$ cat config.mk
export PLATFORM = sky130hd
export DESIGN_NAME = cfgx_engine
export DESIGN_NICKNAME = d
export VERILOG_FILES = /design/src/rtl/cfgx_pkg.sv /design/src/rtl/cfgx_decode.sv /design/src/rtl/cfgx_osc_table.sv /design/src/rtl/cfgx_volt_rom.sv /design/src/rtl/cfgx_engine.sv
export SDC_FILE = /design/constraint.sdc
export NUM_CORES = 1
export LEC_CHECK = 0
export ABC_AREA = 1
export BUFFER_PORTS_ARGS = -buffer_cell sky130_fd_sc_hd__buf_2
export CAP_MARGIN = 30
export CORE_UTILIZATION = 25
export CTS_BUF_LIST = sky130_fd_sc_hd__clkbuf_4 sky130_fd_sc_hd__clkbuf_8 sky130_fd_sc_hd__clkbuf_16
export DETAILED_ROUTE_END_ITERATION = 16
export HOLD_SLACK_MARGIN = 0.03
export PLACE_DENSITY_LB_ADDON = 0.25
export SETUP_SLACK_MARGIN = 0.05
export SLEW_MARGIN = 20
export SYNTH_ARGS = -nofsm -noshare
export SYNTH_HDL_FRONTEND = slang
export SYNTH_SLANG_ARGS = --single-unit
$ cat constraint.sdc
create_clock -name clk -period 5 [get_ports clk]
set_clock_uncertainty 0.1 [all_clocks]
set_input_delay 0.5 -clock clk [delete_from_list [all_inputs] [get_ports clk]]
set_output_delay 0.5 -clock clk [all_outputs]
set_load 0.05 [all_outputs]
$ cat src/rtl/cfgx_pkg.sv
package cfgx_pkg;

    localparam int WORD_W     = 32;
    localparam int MB_OSC_NUM = 6;
    localparam int DEV_W      = 12;

    localparam int OFS_DATA = 'hA0;
    localparam int OFS_CTRL = 'hA4;
    localparam int OFS_STAT = 'hA8;

    localparam logic [5:0] FN_OSC     = 6'd1;
    localparam logic [5:0] FN_VOLT    = 6'd2;
    localparam logic [5:0] FN_VIDMUX  = 6'd7;
    localparam logic [5:0] FN_SHUT    = 6'd8;
    localparam logic [5:0] FN_BOOT    = 6'd9;
    localparam logic [5:0] FN_DISPSEL = 6'd11;

    localparam logic [31:0] MB_VOLT_VAL = 32'd3300000;

    typedef enum logic [1:0] {
        SEL_NONE,
        SEL_DATA,
        SEL_CTRL,
        SEL_STAT
    } reg_sel_e;

    // Packed control word, bit 31 first.
    typedef struct packed {
        logic             launch;
        logic             write;
        logic [3:0]       ctl;
        logic [5:0]       fn;
        logic [1:0]       rsvd;
        logic [1:0]       site;
        logic [3:0]       pos;
        logic [DEV_W-1:0] dev;
    } cfg_word_t;

    // Outcome of decoding one launched word.
    typedef struct packed {
        logic ok;
        logic osc_rd;
        logic osc_wr;
        logic volt_rd;
        logic shut;
        logic boot;
    } cfg_action_t;

    function automatic logic [31:0] mb_osc_reset(input int idx);
        case (idx)
            0:       return 32'd50000000;
            1:       return 32'd23750000;
            default: return 32'd24000000;
        endcase
    endfunction

    // Clear the launch bit and the reserved bits before storing.
    function automatic cfg_word_t scrub_word(input logic [31:0] raw);
        cfg_word_t w;
        w        = cfg_word_t'(raw);
        w.launch = 1'b0;
        w.rsvd   = 2'b00;
        return w;
    endfunction

endpackage

$ cat src/rtl/cfgx_decode.sv
module cfgx_decode
    import cfgx_pkg::*;
#(
    parameter int DB_OSC_NUM  = 2,
    parameter int DB_VOLT_NUM = 2
) (
    input  cfg_word_t   word,
    output cfg_action_t act
);

    logic target_ok;
    logic on_mb;
    logic on_db;
    logic dev_zero;
    logic osc_hit;
    logic volt_hit;
    logic mb_ctl_ok;
    logic unused_fields;

    assign unused_fields = &{1'b0, word.launch, word.rsvd};

    always_comb begin
        target_ok = (word.ctl == 4'd0) && (word.pos == 4'd0) && !word.site[1];
        on_mb     = target_ok && (word.site[0] == 1'b0);
        on_db     = target_ok && (word.site[0] == 1'b1);
        dev_zero  = (word.dev == '0);
        osc_hit   = (on_mb && (32'(word.dev) < 32'(MB_OSC_NUM))) ||
                    (on_db && (32'(word.dev) < 32'(DB_OSC_NUM)));
        volt_hit  = (on_mb && dev_zero) ||
                    (on_db && (32'(word.dev) < 32'(DB_VOLT_NUM)));
        mb_ctl_ok = on_mb && dev_zero && word.write;

        act = '0;
        case (word.fn)
            FN_OSC: begin
                act.ok     = osc_hit;
                act.osc_rd = osc_hit && !word.write;
                act.osc_wr = osc_hit && word.write;
            end
            FN_VOLT: begin
                act.ok      = volt_hit && !word.write;
                act.volt_rd = volt_hit && !word.write;
            end
            FN_VIDMUX, FN_DISPSEL: begin
                act.ok = mb_ctl_ok;
            end
            FN_SHUT: begin
                act.ok   = mb_ctl_ok;
                act.shut = mb_ctl_ok;
            end
            FN_BOOT: begin
                act.ok   = mb_ctl_ok;
                act.boot = mb_ctl_ok;
            end
            default: act = '0;
        endcase
    end

endmodule

$ cat src/rtl/cfgx_osc_table.sv
module cfgx_osc_table
    import cfgx_pkg::*;
#(
    parameter int                       DB_OSC_NUM   = 2,
    parameter logic [DB_OSC_NUM*32-1:0] DB_OSC_RESET = '0
) (
    input  logic             clk,
    input  logic             rst,
    input  logic             db_sel,
    input  logic [DEV_W-1:0] dev,
    input  logic             wr_en,
    input  logic [31:0]      wr_val,
    output logic [31:0]      rd_val
);

    localparam int TOT   = MB_OSC_NUM + DB_OSC_NUM;
    localparam int IDX_W = $clog2(TOT);

    logic [31:0]      osc_q [TOT];
    logic [31:0]      flat32;
    logic [IDX_W-1:0] flat;

    always_comb begin
        flat32 = db_sel ? (32'(dev) + 32'(MB_OSC_NUM)) : 32'(dev);
        flat   = flat32[IDX_W-1:0];
    end

    for (genvar i = 0; i < TOT; i++) begin : g_ent
        logic [31:0] rst_val;
        if (i < MB_OSC_NUM) begin : g_mb
            assign rst_val = mb_osc_reset(i);
        end else begin : g_db
            assign rst_val = DB_OSC_RESET[(i-MB_OSC_NUM)*32 +: 32];
        end

        always_ff @(posedge clk) begin
            if (rst)
                osc_q[i] <= rst_val;
            else if (wr_en && (flat == IDX_W'(i)))
                osc_q[i] <= wr_val;
        end
    end

    always_comb begin
        rd_val = '0;
        for (int k = 0; k < TOT; k++)
            if (flat == IDX_W'(k))
                rd_val = osc_q[k];
    end

endmodule

$ cat src/rtl/cfgx_volt_rom.sv
module cfgx_volt_rom
    import cfgx_pkg::*;
#(
    parameter int                        DB_VOLT_NUM = 2,
    parameter logic [DB_VOLT_NUM*32-1:0] DB_VOLT_VAL = '0
) (
    input  logic             db_sel,
    input  logic [DEV_W-1:0] dev,
    output logic [31:0]      value
);

    always_comb begin
        value = '0;
        if (!db_sel) begin
            value = MB_VOLT_VAL;
        end else begin
            for (int k = 0; k < DB_VOLT_NUM; k++)
                if (32'(dev) == 32'(k))
                    value = DB_VOLT_VAL[k*32 +: 32];
        end
    end

endmodule

$ cat src/rtl/cfgx_engine.sv
module cfgx_engine
    import cfgx_pkg::*;
#(
    parameter bit                        CFG_PRESENT  = 1'b1,
    parameter int                        ADDR_W       = 12,
    parameter int                        DB_OSC_NUM   = 2,
    parameter int                        DB_VOLT_NUM  = 2,
    parameter logic [DB_OSC_NUM*32-1:0]  DB_OSC_RESET = {32'd45000000, 32'd60000000},
    parameter logic [DB_VOLT_NUM*32-1:0] DB_VOLT_VAL  = {32'd1800000, 32'd1000000}
) (
    input  logic              clk,
    input  logic              rst,
    input  logic              wr_en,
    input  logic [ADDR_W-1:0] addr,
    input  logic [31:0]       wdata,
    output logic [31:0]       rdata,
    output logic              shutdown_req,
    output logic              reboot_req
);

    reg_sel_e    sel;
    cfg_word_t   wr_word;
    cfg_word_t   ctrl_q;
    cfg_action_t act;
    logic [31:0] data_q;
    logic [1:0]  stat_q;
    logic [31:0] osc_val;
    logic [31:0] volt_val;
    logic        launch;

    always_comb begin
        if (!CFG_PRESENT)                      sel = SEL_NONE;
        else if (addr == ADDR_W'(OFS_DATA))    sel = SEL_DATA;
        else if (addr == ADDR_W'(OFS_CTRL))    sel = SEL_CTRL;
        else if (addr == ADDR_W'(OFS_STAT))    sel = SEL_STAT;
        else                                   sel = SEL_NONE;
    end

    assign wr_word = scrub_word(wdata);
    assign launch  = wr_en && (sel == SEL_CTRL) && wdata[31];

    cfgx_decode #(
        .DB_OSC_NUM (DB_OSC_NUM),
        .DB_VOLT_NUM(DB_VOLT_NUM)
    ) u_decode (
        .word(wr_word),
        .act (act)
    );

    cfgx_osc_table #(
        .DB_OSC_NUM  (DB_OSC_NUM),
        .DB_OSC_RESET(DB_OSC_RESET)
    ) u_osc (
        .clk   (clk),
        .rst   (rst),
        .db_sel(wr_word.site[0]),
        .dev   (wr_word.dev),
        .wr_en (launch && act.osc_wr),
        .wr_val(data_q),
        .rd_val(osc_val)
    );

    cfgx_volt_rom #(
        .DB_VOLT_NUM(DB_VOLT_NUM),
        .DB_VOLT_VAL(DB_VOLT_VAL)
    ) u_volt (
        .db_sel(wr_word.site[0]),
        .dev   (wr_word.dev),
        .value (volt_val)
    );

    always_ff @(posedge clk) begin
        if (rst) begin
            data_q       <= '0;
            ctrl_q       <= '0;
            stat_q       <= '0;
            shutdown_req <= 1'b0;
            reboot_req   <= 1'b0;
        end else begin
            shutdown_req <= 1'b0;
            reboot_req   <= 1'b0;
            if (wr_en) begin
                case (sel)
                    SEL_DATA: data_q <= wdata;
                    SEL_CTRL: begin
                        ctrl_q <= wr_word;
                        if (launch) begin
                            stat_q       <= {~act.ok, 1'b1};
                            shutdown_req <= act.shut;
                            reboot_req   <= act.boot;
                            if (act.osc_rd)
                                data_q <= osc_val;
                            else if (act.volt_rd)
                                data_q <= volt_val;
                        end
                    end
                    SEL_STAT: stat_q <= wdata[1:0];
                    default:  ;
                endcase
            end
        end
    end

    always_comb begin
        case (sel)
            SEL_DATA: rdata = data_q;
            SEL_CTRL: rdata = ctrl_q;
            SEL_STAT: rdata = {30'd0, stat_q};
            default:  rdata = '0;
        endcase
    end

    if (CFG_PRESENT) begin : g_chk
        AST_LAUNCH_DONE: assert property (@(posedge clk) disable iff (rst)
            (wr_en && addr == ADDR_W'(OFS_CTRL) && wdata[31]) |=> stat_q[0]);
        AST_BAD_CTL_ERR: assert property (@(posedge clk) disable iff (rst)
            (wr_en && addr == ADDR_W'(OFS_CTRL) && wdata[31] && wdata[29:26] != 4'd0)
            |=> (stat_q == 2'b11));
        AST_ERR_KEEPS_DATA: assert property (@(posedge clk) disable iff (rst)
            (launch && !act.ok) |=> $stable(data_q));
        AST_STAT_LOW2: assert property (@(posedge clk) disable iff (rst)
            (wr_en && addr == ADDR_W'(OFS_STAT)) |=> (stat_q == $past(wdata[1:0])));
        AST_CTRL_CLEAN: assert property (@(posedge clk) disable iff (rst)
            (addr == ADDR_W'(OFS_CTRL)) |-> (rdata[31] == 1'b0 && rdata[19:18] == 2'b00));
        AST_SHUT_PULSE: assert property (@(posedge clk) disable iff (rst)
            shutdown_req |=> !shutdown_req);
        AST_BOOT_PULSE: assert property (@(posedge clk) disable iff (rst)
            reboot_req |=> !reboot_req);
        AST_REQ_EXCL: assert property (@(posedge clk) disable iff (rst)
            !(shutdown_req && reboot_req));
    end else begin : g_chk_absent
        AST_ABSENT_QUIET: assert property (@(posedge clk) disable iff (rst)
            (rdata == 32'd0) && !shutdown_req && !reboot_req);
    end

endmodule

==> results of run 1 <==
-- metal layers --
metal,vias up,wire length [um],part of all wire (%)
li1,5549,-,-
met1,5389,20800,49
met2,253,19100,45
met3,44,1870,4.4
met4,0,610,1.4
met5,-,0,0
-- cell usage after synthesis, types with 7 or more instances --
| library cell | count |
|---|---|
| nor2_1 | 378 |
| dfxtp_1 | 65 |
| nand3_1 | 59 |
| a211oi_1 | 24 |
| o21ai_0 | 63 |
| nand2_1 | 472 |
| nand4_1 | 32 |
| clkbuf_1 | 53 |
| o211ai_1 | 19 |
| edfxtp_1 | 256 |
| buf_2 | 23 |
| nor3_1 | 7 |
| a21oi_1 | 55 |
| inv_1 | 90 |
| clkinv_1 | 30 |
-- path summary, 6_finish.rpt --
kind / endpoint / slack, ns
worst max-delay path: rdata[0] / 1.70
worst min-delay path: ctrl_q[12]$_SDFFE_PP0N_ / 0.17
worst max register to register: data_q[28]$_SDFFE_PP0P_ / 3.48
worst min register to register: data_q[14]$_SDFFE_PP0P_ / 0.37
-- cell type report --
| class | count | area [um^2] | area share [%] |
|---|---|---|---|
| Sequential cell | 321 | 8990 | 53.0 |
| Multi-Input combinational cell | 1127 | 4810 | 28.4 |
| Clock buffer | 48 | 1010 | 5.95 |
| Tap cell | 765 | 957 | 5.65 |
| Timing Repair Buffer | 108 | 614 | 3.62 |
| Inverter | 122 | 458 | 2.70 |
| Clock inverter | 14 | 118 | 0.694 |
-- worst max-delay path: stages --
cell,delay (ns)
buf_2,0.10
nor2_1,0.09
nand3_1,0.15
nor2_1,0.27
nand2_1,0.43
nor2_1,0.27
inv_1,0.26
o211ai_1,0.30
buf_2,0.32
-- state kept, by name, summed over array words and instances, names as in the netlist --
register	flops
ctrl_q	29
data_q	32
reboot_req	1
shutdown_req	1
stat_q	2
u_osc.osc_q	256
-- metrics by stage --
step / worst slack [ns] / instances / hold slack, ns
global placement: 1.29 / 2442 / 0.354
detailed placement: 1.16 / 2442 / 0.360
floorplan: 1.73 / 1648 / 0.344
global route: 1.42 / 2505 / 0.184
finish: 1.70 / 2505 / 0.166
CTS: 1.68 / 2504 / 0.148
-- power groups by stage --
stage               Sequential [mW]  Clock [mW]  Combinational [mW]
global route                   2.96        2.74               0.342
global placement               3.01           0               0.307
detailed placement             3.01           0               0.309
CTS                            2.95        2.63               0.310
floorplan                      3.01           0               0.179
finish                         2.95        2.58               0.306
-- layout by cell type, fill, tap and decap left out --
cell,synthesis,routed
clkinv_2,0,3
clkinv_4,0,1
o211ai_1,19,19
nor3b_1,2,2
clkbuf_4,0,11
edfxtp_1,256,256
inv_1,90,90
nand3_2,2,2
nor4_1,1,1
buf_2,23,80
or2_2,2,2
clkinv_1,30,37
nor2_2,1,5
nand4_1,32,32
buf_6,0,1
and2_1,2,2
xnor2_1,1,1
nor2_1,378,374
a211oi_1,24,24
or3b_2,1,1
dfxtp_1,65,65
clkinvlp_4,0,1
o21ai_0,63,63
nor3_1,7,7
nor4_4,1,1
bufinv_16,0,2
a21oi_1,55,55
nand2_2,2,2
nor4_2,1,1
nand2_1,472,472
a311oi_1,1,1
clkbuf_16,0,37
buf_4,1,27
nand3_1,59,59
inv_2,2,2
nor3_4,0,1
-- cell families (layout without fill, tap and decap cells) --
| family | after synthesis | after routing | share of synthesized area (%) |
|---|---|---|---|
| AO/OA/AOI/OAI | 162 | 162 | 6.33 |
| XOR/XNOR | 1 | 1 | 0.0602 |
| buffers and inverters | 200 | 292 | 5.38 |
| flip-flops | 321 | 321 | 61.7 |
| AND/OR/NAND/NOR | 964 | 964 | 26.5 |
==> results.sh, run 1 <==
export IMPL_power_internal_mw=4.53
export IMPL_whs_path_depth=3
export IMPL_drcViolationCount=0
export IMPL_dp_hpwl_um=29900
export IMPL_fin_crit_ns=3.30
export IMPL_syn_nets=1695
export IMPL_place_area_um2=15800
export IMPL_dieHeight_um=243
export IMPL_finalCritPeriodShare_pct=65.9
export IMPL_ff2ff_path_depth=8
export IMPL_grt_max_degree=54
export IMPL_swShare_pct=22.4
export IMPL_worstPathMaxFanout=15
export IMPL_met1_usage_pct=20.9
export IMPL_ios=81
export IMPL_area_growth_pct=16.4
export IMPL_htreeDepth=2
export IMPL_seq_power_share_pct=50.6
export IMPL_fillers=6096
export IMPL_initial_utilization_pct=25.3
export IMPL_leakage_nw=6.05
export IMPL_relSlewSlack_pct=34.1
export IMPL_vias_per_cell=4.49
export IMPL_crit_type="in2out"
export IMPL_rsz0062_at_grt="no"
export IMPL_drt_iter0_drc=848
export IMPL_p_per_area_nw_per_um2=344
export IMPL_synth_area_top_cells="edfxtp_1, nand2_1, nor2_1, dfxtp_1, inv_1"
export IMPL_first_pass_iters=9
export IMPL_finish_instance_area_um2=17000
export IMPL_grt_pass1_vias=10900
export IMPL_rows=88
export IMPL_fin_tns_setup_ns=0
export IMPL_routedWlPerCell_um=16.9
export IMPL_synth_cells=1648
export IMPL_die_x_um=243
export IMPL_synth_cell_types=31
export IMPL_peakVddDrop_mv=0.221
export IMPL_grtUsageMet2_pct=22.5
export IMPL_wl_um=42300
export IMPL_syn_area_per_cell_um2=8.84
export IMPL_crit_start="addr[4]"
export IMPL_grt_busiest_layer="met2"
export IMPL_pwr_share_clk_pct=44.1
export IMPL_grt_pass1_wl_um=66200
export IMPL_cts_tree="built"
export IMPL_fp_dieArea_um2=59200
export IMPL_n_antenna_cell=0
export IMPL_grt_ovfl_total=0
export IMPL_cp_start_kind="input port"
export IMPL_async_reset_ff_share_pct=0
export IMPL_synth_edf_count=256
export IMPL_hold_viol_final=0
export IMPL_cts_resized=0
export IMPL_worstPathRequired_ns=4.40
export IMPL_arrival_ns=2.70
export IMPL_max_cap_viol_count=0
export IMPL_cts_buffer_depth=3
export IMPL_io_buffers=80
export IMPL_synth_area_um2=14600
export IMPL_clkLatencyLatePin_ns=0.53
export IMPL_grt_use_total_pct=14.4
export IMPL_synth_top_area_share_pct=52.8
export IMPL_crit_path_end_kind="output port"
export IMPL_utilization_pct=29.4
export IMPL_worstMarginPinSlew_ns=0.978
export IMPL_nNetsFinal=1763
export IMPL_grtUsageMet3_pct=1.98
export IMPL_coreArea_um2=57600
export IMPL_cts_root_buf="clkbuf_16"
export IMPL_setup_violations=0
export IMPL_synth_ff_type="edfxtp_1"
export IMPL_p_comb_share_pct=5.2
export IMPL_cts_buffers=36
export IMPL_holdBufCountCts=0
export IMPL_layout_drive_gt1_share_pct=10.3
export IMPL_r2r_start="u_osc.osc_q[0][60]$_SDFFCE_PN0P_"
export IMPL_ant_nets=0
export IMPL_clock_sinks=321
export IMPL_path_clk_slew_ns=0.06
export IMPL_finalWeightedCongestion=0.834
export IMPL_p_switching_mw=1.31
export IMPL_yosysTopAreaCell="edfxtp_1"
export IMPL_routed_via_count=11200
export IMPL_ys_warn_count=0
export IMPL_maxSlewViolCount=0
export IMPL_p_total_mw=5.84
export IMPL_ys_ff_latch=321
export IMPL_hold_path_class="in2reg"
export IMPL_antenna_found_initial=0
export IMPL_status="completed"
export IMPL_ys_seq_area_share_pct=61.7
export IMPL_postCtsSetupBuffers=0
export IMPL_worstHoldStart="wdata[12]"
export IMPL_max_freq_mhz=303
No activity file was read; power rests on OpenSTA's default activity.
==> run 2: changes to the inputs <==
- ABC_AREA: 1 -> 0
- clock period: 5 -> 3 ns (I/O delays scaled with it)
==> results.sh, run 2 <==
export IMPL_finalCritPeriodShare_pct=92.1
export IMPL_async_reset_ff_share_pct=0
export IMPL_initial_utilization_pct=25.4
export IMPL_cts_root_buf="clkbuf_16"
export IMPL_htreeDepth=2
export IMPL_max_freq_mhz=362
export IMPL_path_clk_slew_ns=0.06
export IMPL_synthMuxAreaShare_pct=5.09
export IMPL_ys_warn_count=0
export IMPL_fin_tns_setup_ns=0
export IMPL_die_x_um=250
export IMPL_synth_fa_ha_area_share_pct=0.130
export IMPL_synth_area_um2=15400
export IMPL_setup_violations=0
export IMPL_synth_top_area_share_pct=50.0
export IMPL_synth_area_top_cells="edfxtp_1, dfxtp_1, and2_1, mux2i_1, nor2_1"
export IMPL_ios=81
export IMPL_rsz0062_at_grt="no"
export IMPL_synth_compound_area_share_pct=12.1
export IMPL_p_per_area_nw_per_um2=529
export IMPL_ys_ff_latch=321
export IMPL_synth_commonest_cells="edfxtp_1, and2_1, nor2_1, nand2_1, clkbuf_1"
export IMPL_top_register="u_osc.osc_q"
export IMPL_p_total_mw=9.96
export IMPL_routedWlPerCell_um=20.9
export IMPL_rows=90
export IMPL_ys_seq_area_share_pct=58.5
export IMPL_worstHoldStart="wdata[24]"
export IMPL_grt_use_total_pct=15.5
export IMPL_grt_pass1_vias=11200
export IMPL_worst_r2r_setup_slack_ns=1.17
export IMPL_fp_dieArea_um2=62500
export IMPL_dp_hpwl_um=33300
export IMPL_finalWeightedCongestion=0.844
export IMPL_ff2ff_path_depth=6
export IMPL_drt_iter0_drc=946
export IMPL_cts_buffer_depth=3
export IMPL_mostFrequentLayoutCells="edfxtp_1, and2_1, nor2_1"
export IMPL_cp_start_kind="input port"
export IMPL_crit_type="in2reg"
export IMPL_worstMarginPinSlew_ns=0.822
export IMPL_ant_nets=0
export IMPL_fin_cells=2329
export IMPL_worstPathRequired_ns=3.16
export IMPL_register_area_um2=8990
export IMPL_io_buffers=80
export IMPL_synth_cell_types=70
export IMPL_place_area_um2=17500
export IMPL_whs_endpoint="ctrl_q[24]$_SDFFE_PP0N_"
export IMPL_r2r_end="data_q[18]$_SDFFE_PP0P_"
export IMPL_synth_ff_type="edfxtp_1"
export IMPL_area_growth_pct=22.5
export IMPL_routed_via_count=11300
export IMPL_worstPathMaxFanout=16
export IMPL_fillers=6202
export IMPL_clock_sinks=321
export IMPL_drcViolationCount=0
export IMPL_hold_path_class="in2reg"
export IMPL_finish_instance_area_um2=18800
export IMPL_clkLatencyLatePin_ns=0.53
export IMPL_fin_crit_ns=2.76
export IMPL_whs_path_depth=4
export IMPL_nNetsFinal=1570
export IMPL_dieHeight_um=250
export IMPL_yosys_area_share_simple_pct=21.1
export IMPL_yosysTopAreaCell="edfxtp_1"
export IMPL_cts_tree="built"
export IMPL_syn_area_per_cell_um2=11.1
export IMPL_synth_edf_count=256
export IMPL_antenna_found_initial=0
export IMPL_largest_reg_flops=256
export IMPL_grt_max_degree=42
export IMPL_layout_drive_gt1_share_pct=17.6
export IMPL_vias_per_cell=4.83
export IMPL_multi_input_area_um2=5960
export IMPL_hold_viol_final=0
export IMPL_first_pass_iters=5
export IMPL_max_cap_viol_count=0
export IMPL_reg_largest_list="u_osc.osc_q (256), data_q (32), ctrl_q (29)"
export IMPL_n_antenna_cell=0
export IMPL_cts_buffers=35
export IMPL_synth_xor_area_share_pct=0.114
export IMPL_grt_pass1_wl_um=74000
export IMPL_r2r_start="u_osc.osc_q[0][114]$_SDFFCE_PN1P_"
export IMPL_synth_cells=1389
export IMPL_coreArea_um2=60600
export IMPL_grt_ovfl_total=0
export IMPL_leakage_nw=6.74
export IMPL_placed_cells=2246
export IMPL_arrival_ns=2.92
export IMPL_layout_commonest_cell="edfxtp_1"
export IMPL_yosysMostFrequentCell="edfxtp_1"
export IMPL_status="completed"
export IMPL_syn_nets=1436
export IMPL_postCtsSetupBuffers=0
export IMPL_synth_top_family_by_area="simple AND/OR/NAND/NOR gates"
export IMPL_crit_path_end_kind="flop"
export IMPL_peakVddDrop_mv=0.274
export IMPL_relSlewSlack_pct=44.8
export IMPL_wl_um=48700
export IMPL_maxSlewViolCount=0
-- run 2: changes by cell type after synthesis, moves of 22 or more --
cell / delta
or3_1: +35
nand3_1: -52
o21ai_0: -22
nand2_1: -360
mux2i_1: +76
inv_1: -85
nor2_1: -254
nand4_1: -29
clkinv_1: -30
clkbuf_1: +31
and2_1: +189
nand2b_1: +62
-- run 2: area by class of cell --
class | instances | share of cell area, %
Sequential cell | 321 | 47.7
Multi-Input combinational cell | 954 | 31.6
Timing Repair Buffer | 206 | 9.46
Clock buffer | 51 | 5.64
Tap cell | 782 | 5.20
Clock inverter | 10 | 0.246
Inverter | 5 | 0.0997
-- run 2: per-layer routing --
layer | vias to the layer above | part of all wire (%) | GRT usage, %
met4 | 0 | 2.3 | 4.22
li1 | 5326 | - | -
met3 | 64 | 6.3 | 2.28
met1 | 5495 | 46 | 22.0
met5 | - | 0 | 0
met2 | 367 | 45 | 24.6
-- run 2: per-stage QoR --
| stage | utilization [%] | setup WS, ns | hold slack [ns] |
|---|---|---|---|
| floorplan | - | 0.0853 | 0.272 |
| global placement | 28.9 | -0.0811 | 0.341 |
| detailed placement | 28.9 | -0.117 | 0.348 |
| CTS | 31.1 | 0.245 | 0.0608 |
| global route | 31.1 | 0.0897 | 0.0817 |
| finish | 31.1 | 0.236 | 0.0783 |
-- run 2: worst max-delay path: stages --
cell and delay, ns:
dlygate4sd3_1 0.54, buf_2 0.18, nor4_1 0.34, and3_1 0.28, nand2_1 0.09, or4_4 0.53, buf_12 0.17, buf_4 0.18
or3_1 0.32
-- run 2: what timing repair did --
action,in CTS,in global routing
hold endpoints to repair,30,0
resized for setup,0,0
hold buffers,22,0
-- run 2: kinds of logic after synthesis --
family	after synthesis
DFF	321
adders and majority gates	2
and+or+nand+nor	604
xor gates and xnor gates	2
AOI/OAI and AO/OA	268
buffers and inverters	114
muxes	78
-- run 2: worst max path at each step --
| stage | from | end | slack, ns | cells after the start |
|---|---|---|---|---|
| 2_1_floorplan | wdata[16] | u_osc.osc_q[0][100]$_SDFFCE_PN0P_ | 0.09 | 5 |
| 3_3_place_gp | wdata[16] | data_q[18]$_SDFFE_PP0P_ | -0.08 | 8 |
| 3_5_place_dp | wdata[16] | data_q[18]$_SDFFE_PP0P_ | -0.12 | 8 |
| 4_1_cts | wdata[21] | data_q[18]$_SDFFE_PP0P_ | 0.24 | 9 |
| 5_1_grt | wdata[13] | data_q[18]$_SDFFE_PP0P_ | 0.09 | 8 |
| 6_report | wdata[13] | u_osc.osc_q[1][106]$_SDFFCE_PN1P_ | 0.24 | 9 |
-- run 2: power breakdown --
group | internal [mW] | total, mW | switching, mW
Sequential | 4.92 | 4.96 | 0.0388
Clock | 2.45 | 4.22 | 1.76
Combinational | 0.280 | 0.780 | 0.500
